--- src/rtl/dacfe_pkg.sv ---
package dacfe_pkg;
  typedef struct packed {
    logic shiftEn;
    logic echoEn;
    logic commit;
    logic bitIn;
  } strobe_t;

  typedef enum logic [1:0] {
    ADDR_NOP = 2'b00,
    ADDR_A   = 2'b01,
    ADDR_B   = 2'b10,
    ADDR_AB  = 2'b11
  } addr_e;
endpackage

--- src/rtl/dacfe_ctrl.sv ---
module dacfe_ctrl
  import dacfe_pkg::*;
#(
  parameter int CODE_W = 8
) (
  input  logic    clk,
  input  logic    rstN,
  input  logic    sclk,
  input  logic    csN,
  input  logic    din,
  output strobe_t st
);
  localparam int FRAME_W = CODE_W + 4;
  localparam int CNT_W   = $clog2(FRAME_W + 1);

  logic sclkQ, sclkPrev, csNQ, csNPrev, dinQ;
  logic [CNT_W-1:0] bitCnt;
  logic sclkRise, sclkFall, csRise, csFall, frameFull;

  always_ff @(posedge clk or negedge rstN) begin
    if (!rstN) begin
      sclkQ    <= 1'b0;
      sclkPrev <= 1'b0;
      csNQ     <= 1'b1;
      csNPrev  <= 1'b1;
      dinQ     <= 1'b0;
    end else begin
      sclkQ    <= sclk;
      sclkPrev <= sclkQ;
      csNQ     <= csN;
      csNPrev  <= csNQ;
      dinQ     <= din;
    end
  end

  assign sclkRise  = sclkQ & ~sclkPrev;
  assign sclkFall  = ~sclkQ & sclkPrev;
  assign csRise    = csNQ & ~csNPrev;
  assign csFall    = ~csNQ & csNPrev;
  assign frameFull = (bitCnt == CNT_W'(FRAME_W));

  always_ff @(posedge clk or negedge rstN) begin
    if (!rstN) begin
      bitCnt <= '0;
    end else if (csFall) begin
      bitCnt <= '0;
    end else if (!csNQ && sclkRise && !frameFull) begin
      bitCnt <= bitCnt + 1'b1;
    end
  end

  always_comb begin
    st.shiftEn = sclkRise & ~csNQ;
    st.echoEn  = sclkFall & ~csNQ;
    st.commit  = csRise & frameFull;
    st.bitIn   = dinQ;
  end


  cnt_hold_chk: assert property (@(posedge clk) disable iff (!rstN)
    csNQ |=> $stable(bitCnt));


  cnt_range_chk: assert property (@(posedge clk) disable iff (!rstN)
    bitCnt <= CNT_W'(FRAME_W));
endmodule

--- src/rtl/dacfe_dp.sv ---
module dacfe_dp
  import dacfe_pkg::*;
#(
  parameter int CODE_W     = 8,
  parameter int ECHO_DELAY = 12
) (
  input  logic              clk,
  input  logic              rstN,
  input  strobe_t           st,
  output logic              dout,
  output logic [CODE_W-1:0] codeA,
  output logic [CODE_W-1:0] codeB,
  output logic              enA,
  output logic              enB,
  output logic              pdA,
  output logic              pdB,
  output logic              pdAll
);
  localparam int FRAME_W = CODE_W + 4;
  localparam int SH_W    = (ECHO_DELAY + 1 > FRAME_W) ? ECHO_DELAY + 1 : FRAME_W;
  localparam int NCH     = 2;

  logic [SH_W-1:0]   shReg;
  logic [1:0]        pdState;
  logic [CODE_W-1:0] chanCode [NCH];
  logic [NCH-1:0]    chanEn;
  logic [1:0]        addrF, pdF;
  logic [CODE_W-1:0] codeF;
  logic              applyFrame;

  always_ff @(posedge clk or negedge rstN) begin
    if (!rstN) shReg <= '0;
    else if (st.shiftEn) shReg <= {shReg[SH_W-2:0], st.bitIn};
  end

  always_ff @(posedge clk or negedge rstN) begin
    if (!rstN) dout <= 1'b0;
    else if (st.echoEn) dout <= shReg[ECHO_DELAY];
  end

  assign addrF      = shReg[FRAME_W-1 -: 2];
  assign pdF        = shReg[FRAME_W-3 -: 2];
  assign codeF      = shReg[CODE_W-1:0];
  assign applyFrame = st.commit && (addr_e'(addrF) != ADDR_NOP);

  always_ff @(posedge clk or negedge rstN) begin
    if (!rstN) pdState <= 2'b00;
    else if (applyFrame) pdState <= pdF;
  end

  for (genvar ch = 0; ch < NCH; ch++) begin : g_chan
    always_ff @(posedge clk or negedge rstN) begin
      if (!rstN) begin
        chanCode[ch] <= '0;
        chanEn[ch]   <= 1'b0;
      end else if (applyFrame) begin
        if (addrF[ch]) chanCode[ch] <= codeF;
        if (pdF[ch]) chanEn[ch] <= 1'b0;
        else if (addrF[ch]) chanEn[ch] <= 1'b1;
      end
    end
  end

  assign codeA = chanCode[0];
  assign codeB = chanCode[1];
  assign enA   = chanEn[0];
  assign enB   = chanEn[1];
  assign pdA   = pdState[0];
  assign pdB   = pdState[1];
  assign pdAll = &pdState;


  en_vs_pd_chk: assert property (@(posedge clk) disable iff (!rstN)
    !(enA && pdA) && !(enB && pdB));


  echo_hold_chk: assert property (@(posedge clk) disable iff (!rstN)
    !st.echoEn |=> $stable(dout));


  noop_chk: assert property (@(posedge clk) disable iff (!rstN)
    (st.commit && addrF == 2'b00) |=> ($stable(codeA) && $stable(codeB) &&
      $stable(pdA) && $stable(pdB) && $stable(enA) && $stable(enB)));


  code_only_on_commit_chk: assert property (@(posedge clk) disable iff (!rstN)
    !st.commit |=> ($stable(codeA) && $stable(codeB)));
endmodule

--- src/rtl/dacfe_top.sv ---
module dacfe_top
  import dacfe_pkg::*;
#(
  parameter int CODE_W     = 8,
  parameter int ECHO_DELAY = 12
) (
  input  logic              clk,
  input  logic              rstN,
  input  logic              sclk,
  input  logic              csN,
  input  logic              din,
  output logic              dout,
  output logic [CODE_W-1:0] codeA,
  output logic [CODE_W-1:0] codeB,
  output logic              enA,
  output logic              enB,
  output logic              pdA,
  output logic              pdB,
  output logic              pdAll
);
  strobe_t st;

  dacfe_ctrl #(.CODE_W(CODE_W)) u_ctrl (
    .clk(clk), .rstN(rstN), .sclk(sclk), .csN(csN), .din(din), .st(st)
  );

  dacfe_dp #(.CODE_W(CODE_W), .ECHO_DELAY(ECHO_DELAY)) u_dp (
    .clk(clk), .rstN(rstN), .st(st), .dout(dout),
    .codeA(codeA), .codeB(codeB), .enA(enA), .enB(enB),
    .pdA(pdA), .pdB(pdB), .pdAll(pdAll)
  );
endmodule

--- config.mk ---
export PLATFORM = sky130hd
export DESIGN_NAME = dacfe_top
export DESIGN_NICKNAME = d
export VERILOG_FILES = /design/src/rtl/dacfe_pkg.sv /design/src/rtl/dacfe_ctrl.sv /design/src/rtl/dacfe_dp.sv /design/src/rtl/dacfe_top.sv
export SDC_FILE = /design/constraint.sdc
export NUM_CORES = 1
export LEC_CHECK = 0
export ABC_CLOCK_PERIOD_IN_PS = 2700
export BUFFER_PORTS_ARGS = -buffer_cell sky130_fd_sc_hd__buf_2
export CORE_UTILIZATION = 45
export DETAILED_ROUTE_END_ITERATION = 16
export PLACE_DENSITY = 0.66
export SYNTH_ARGS = -nofsm -noshare
export SYNTH_HDL_FRONTEND = slang
export SYNTH_SLANG_ARGS = --single-unit
--- constraint.sdc ---
create_clock -name clk -period 2.7 [get_ports clk]
set_input_delay 0.135 -clock clk [delete_from_list [all_inputs] [get_ports clk]]
set_output_delay 0.135 -clock clk [all_outputs]
set_load 0.05 [all_outputs]
### After elaboration in Yosys (flattened, before gate mapping)

Index checks and enable logic that the tools add are counted.

* bits of input ports: 5
* register bits after elaboration: 43
* output and inout port bits: 22
* logic and storage cells: 46

* muxes and demuxes: 6
* equality and inequality tests: 1
* reduce and logical (&&, ||, !) cells: 14
* $add $sub $neg: 1
* bitwise operators: 11

Operators with widths (number)
* AND reduction 2 bit: 5
* 2-to-1 mux 4 bit: 2
* nonzero test 2 bit: 4
* bitwise AND 1 bit: 7
* adder 4 x 1 -> 4 bit (second input constant): 1
* equality test 4 bit (second input constant): 1
* 2-to-1 mux 1 bit: 4
* NOT 1 bit: 4
* logical AND 1 bit: 3
* logical NOT 1 bit: 2

### Longest topological paths before layout

* depth after elaboration: 6
* depth in mapped cells: 6
* mapped depth without buffers: 5

### Hierarchy

Synthesis repeated with hierarchy kept, for this count alone.

* cells, all modules: 111
* area, all modules: 1684.1 sq um

By module, submodules not included
* dacfe_dp: cells each 76, sequential area each 850.8 sq um, times used 1, area an instance 1270.0 sq um
* dacfe_ctrl: cells each 35, sequential area each 227.7 sq um, times used 1, area an instance 414.1 sq um

### Worst setup path before layout

Ideal clock, no wire load.

* path kind: reg2reg
* from: register u_ctrl.bitCnt[0]
* to: register u_dp.pdState[0]
* library setup time: 0.125 ns
* cell stages (with the launch flop): 7
* arrival time: 1.431 ns
* path slack: 1.144 ns
* buffers on the path: 1
* cells stage by stage: dfrtp_1 -> inv_1 -> ha_1 -> and4b_1 -> clkbuf_2 -> o211a_1 -> mux2_2

* longest elaborated chain between the ends: 3

RTL lines
* start: declaration: line dacfe_ctrl.sv:17 `logic [CNT_W-1:0] bitCnt;`
* start signal: assignment: line dacfe_ctrl.sv:48 `bitCnt <= bitCnt + 1'b1;`
* equality test 4 bit: line dacfe_ctrl.sv:40 `assign frameFull = (bitCnt == CNT_W'(FRAME_W));`
* bitwise AND 1 bit: line dacfe_ctrl.sv:55 `st.commit = csRise & frameFull;`
* logical AND 1 bit: line dacfe_dp.sv:44 `assign applyFrame = st.commit && (addr_e'(addrF) != ADDR_NOP);`
* end signal: assignment: line dacfe_dp.sv:48 `else if (applyFrame) pdState <= pdF;`
* end: declaration: line dacfe_dp.sv:24 `logic [1:0] pdState;`

No other way between the ends.
A chain may end at the register's enable or synchronous reset.

### Final worst setup path

* from: register u_ctrl.bitCnt[0]
* to: register u_dp.chanCode, in the netlist u_dp.codeA[1]

* longest elaborated chain between the ends: 4

RTL lines
* equality test 4 bit: line dacfe_ctrl.sv:40
* bitwise AND 1 bit: line dacfe_ctrl.sv:55
* logical AND 1 bit: line dacfe_dp.sv:44
* AND reduction 2 bit (no line)
* end signal: indexed assignment: line dacfe_dp.sv:57 `if (addrF[ch]) chanCode[ch] <= codeF;`
* end: declaration: line dacfe_dp.sv:25 `logic [CODE_W-1:0] chanCode [NCH];`

No other way between the ends.

==> flow_metrics.tcl <==
set metrics [dict create \
    status "finished clean" \
    yosysWarningCount 0 \
    numCtsBuffers 5 \
    clockBufferDepth 2 \
    comb_power_share 0.054 \
    arrival_ns 1.89 \
    worst_pin_slew_ns 0.922 \
    synth.yosys.seq_area_share 0.632 \
    antenna_left 0 \
    rr_endpoint "u_dp.codeA[1]" \
    synth_area_um2 1710 \
    place_congestion 0.704 \
    num_rows 22 \
    num_antenna_cells 0 \
    die_area_um2 4040 \
    cts_tree "done" \
    layout_min_cycle_time_ns 1.71 \
    fin_skew_ns 0.00882 \
    critPathCaptureType "flip-flop" \
    grt_pass1_wl_um 4910 \
    finalSetupTns_ns 0 \
    post-route-period-util 0.634 \
    switching_share 0.229 \
    muxShareOfSynthArea 0.125 \
    initial_core_util 0.466 \
    clock-sinks 43 \
    hp-class "flip-flop to flip-flop" \
    endpoint "u_dp.codeA[1]" \
    grt.overflow.total 0 \
    synthAdderAreaFrac 0.0147 \
    worstSetupStartpointType "flip-flop" \
    grt_max_degree 44 \
    postSynthCellCount 137 \
    pre_cts_slack_ns 1.01 \
    num_vias 1094 \
    die_h_um 63.6 \
    place_area_um2 1870 \
    synth_area_leaders "dfrtp_1 (60%), mux2_2 (12%), nand2_1 (8.6%), dfstp_2 (3.1%), ha_1 (1.5%)" \
    drc 0 \
    rsz0062_at_grt "false" \
    yosysTopAreaCell "dfrtp_1" \
    fin_area_um2 2010 \
    core_area_um2 3660 \
    power_density_nw_per_um2 609 \
    setup_slack_ns 0.989 \
    max-vdd-ir-drop_mv 0.331 \
    rrSetupSlack_ns 0.99 \
    drive_gt1_frac 0.339 \
    yosys.area_share.simple 0.144 \
    switchingPower_mw 0.280 \
    htreeDepth 2 \
    setup-violations-final 0 \
    fmax_mhz 584 \
    root_buffer "clkbuf_8" \
    finalHoldViolations 0 \
    cts_resized 0 \
    slew_headroom 0.386 \
    cp-startpoint "u_ctrl.bitCnt[0]" \
    synth_xor_area_frac 0 \
    nets 177 \
    drt_wl_total_um 2880 \
    synth_top_family_by_area "simple AND/OR/NAND/NOR gates" \
    hpwl_um 1900 \
    synth_edf_count 0 \
    syn_to_final_growth_pct 17.7 \
    synth_area_per_cell_um2 12.5 \
    vias_per_cell 5.00 \
    clkTransAtPathRegs_ns 0.08 \
    synth-seq-cells 43 \
    drtIter0Drc 37 \
    rr_worst_depth 5 \
    yosysUniqueCellTypes 29 \
    drv_cap 0 \
    pwr-share-clk 0.356 \
    die_x_um 63.6 \
    synth_compound_area_frac 0.0557 \
    antenna_found_initial 0 \
    async_reset_ff_frac 1.00 \
    firstDrtPassIters 4 \
    port_buffers 26 \
    crit_required_ns 2.88 \
    p_int_mw 0.942 \
    r2r_start "u_ctrl.bitCnt[0]" \
    first_global_vias 1030 \
    io_pins 27 \
    seq_power_share 0.590 \
    drv_slew 0 \
    cp_max_fo 8 \
    p_leak_nw 1.09 \
    wl_per_cell_um 13.1 \
    clk_latency_ns 0.29 \
    syn_nets 144 \
    hp-start "u_ctrl.sclkQ" \
    synth_ff_type "dfrtp_1" \
    synth_top_area_share 0.601 \
    critPathKind "flip-flop to flip-flop" \
    gr-usage-all-layers 0.163 \
]
==> cells in the final DEF (no fill, tap or decap) <==
cell	instances
a21oi_1	4
a31oi_1	2
and2_1	1
and3_1	1
and4b_1	1
buf_2	26
buf_4	1
clkbuf_1	1
clkbuf_8	7
dfrtp_1	41
dfstp_2	2
dlygate4sd3_1	4
ha_1	2
inv_1	3
mux2_1	1
mux2_2	18
nand2_1	39
nand2b_1	1
nand3_1	1
nand3_2	2
nand3b_1	1
nor2b_1	1
nor3b_1	2
o211a_1	1
o21ai_0	2
o311ai_1	1
o311ai_2	1
o41ai_1	2
or3_1	1
or3b_4	1
==> worst max-delay path, cell delays in order (launching register included) <==
cell	delay, ns
dfrtp_1	0.42
inv_1	0.07
ha_1	0.15
and4b_1	0.31
nand3_2	0.27
mux2_1	0.38
==> power by group through the flow <==
stage,registers (mW),logic [mW],clock network (mW)
detailed placement,0.734,0.0633,0
global route,0.729,0.0783,0.470
finish,0.722,0.0657,0.435
global placement,0.732,0.0604,0
CTS,0.722,0.0673,0.447
floorplan,0.721,0.0441,0
==> metrics by stage <==
| stage | hold slack (ns) | util | instances | power [mW] |
|---|---|---|---|---|
| 2_1_floorplan | -0.161 | - | 137 | 0.765 |
| 3_3_place_gp | 0.241 | 0.510 | 207 | 0.792 |
| 3_5_place_dp | 0.245 | 0.510 | 207 | 0.797 |
| 4_1_cts | 0.431 | 0.549 | 219 | 1.24 |
| 5_1_grt | 0.446 | 0.549 | 219 | 1.28 |
| 6_report | 0.431 | 0.549 | 219 | 1.22 |
==> flip-flops by register name, summed over array words and instances (netlist names) <==
register and count:
u_dp.codeA 8, u_ctrl.bitCnt 4, u_dp.enB 1, u_dp.dout 1
u_ctrl.csNPrev 1, u_dp.codeB 8, u_ctrl.sclkPrev 1, u_dp.shReg 13
u_ctrl.sclkQ 1, u_dp.enA 1, u_dp.pdState 2, u_ctrl.csNQ 1
u_ctrl.dinQ 1
==> synthesized netlist by cell type (all sizes together), types with 3 or more instances <==
master,number
dfrtp,41
nand2,39
mux2,19
a21oi,4
buf,3
inv,3
nand3,3
==> cell families after synthesis <==
kind of cell / Yosys count
buffers and inverters: 8
adder cells (fa/ha/maj): 2
flip-flops: 43
AO/OA/AOI/OAI: 13
AND/OR/NAND/NOR: 52
multiplexers: 19
==> metal layers <==
layer / GRT usage / vias up / routed length [µm]
met1: 0.221 / 533 / 1400
met2: 0.234 / 25 / 1310
met3: 0.0580 / 4 / 139
met4: 0.0682 / 0 / 33
met5: 0 / - / 0
li1: - / 532 / -
==> what timing repair did <==
action / 4_1_cts / 5_1_grt
setup buffers: 0 / 0
hold endpoints to repair: 9 / 0
hold buffers: 4 / 0
==> worst min path at each step <==
| stage | end | slack (ns) | depth (start not counted) |
|---|---|---|---|
| finish | u_ctrl.sclkPrev | 0.43 | 0 |
| global route | u_ctrl.sclkPrev | 0.45 | 0 |
| CTS | u_ctrl.sclkPrev | 0.43 | 0 |
| detailed placement | u_ctrl.dinQ | 0.25 | 1 |
| global placement | u_ctrl.csNQ | 0.24 | 1 |
| floorplan | u_ctrl.bitCnt[0] | -0.16 | 0 |
==> final cells by class <==
type                    count  area [µm²]
fillers                   319        1650
flip-flops and latches     43        1080
multi-input cells          86         581
repair buffers             31         178
clock buffers               8         100
well taps                  48        60.1
inverters                   3        11.3
Note: power is estimated with default switching activity, not from simulation.
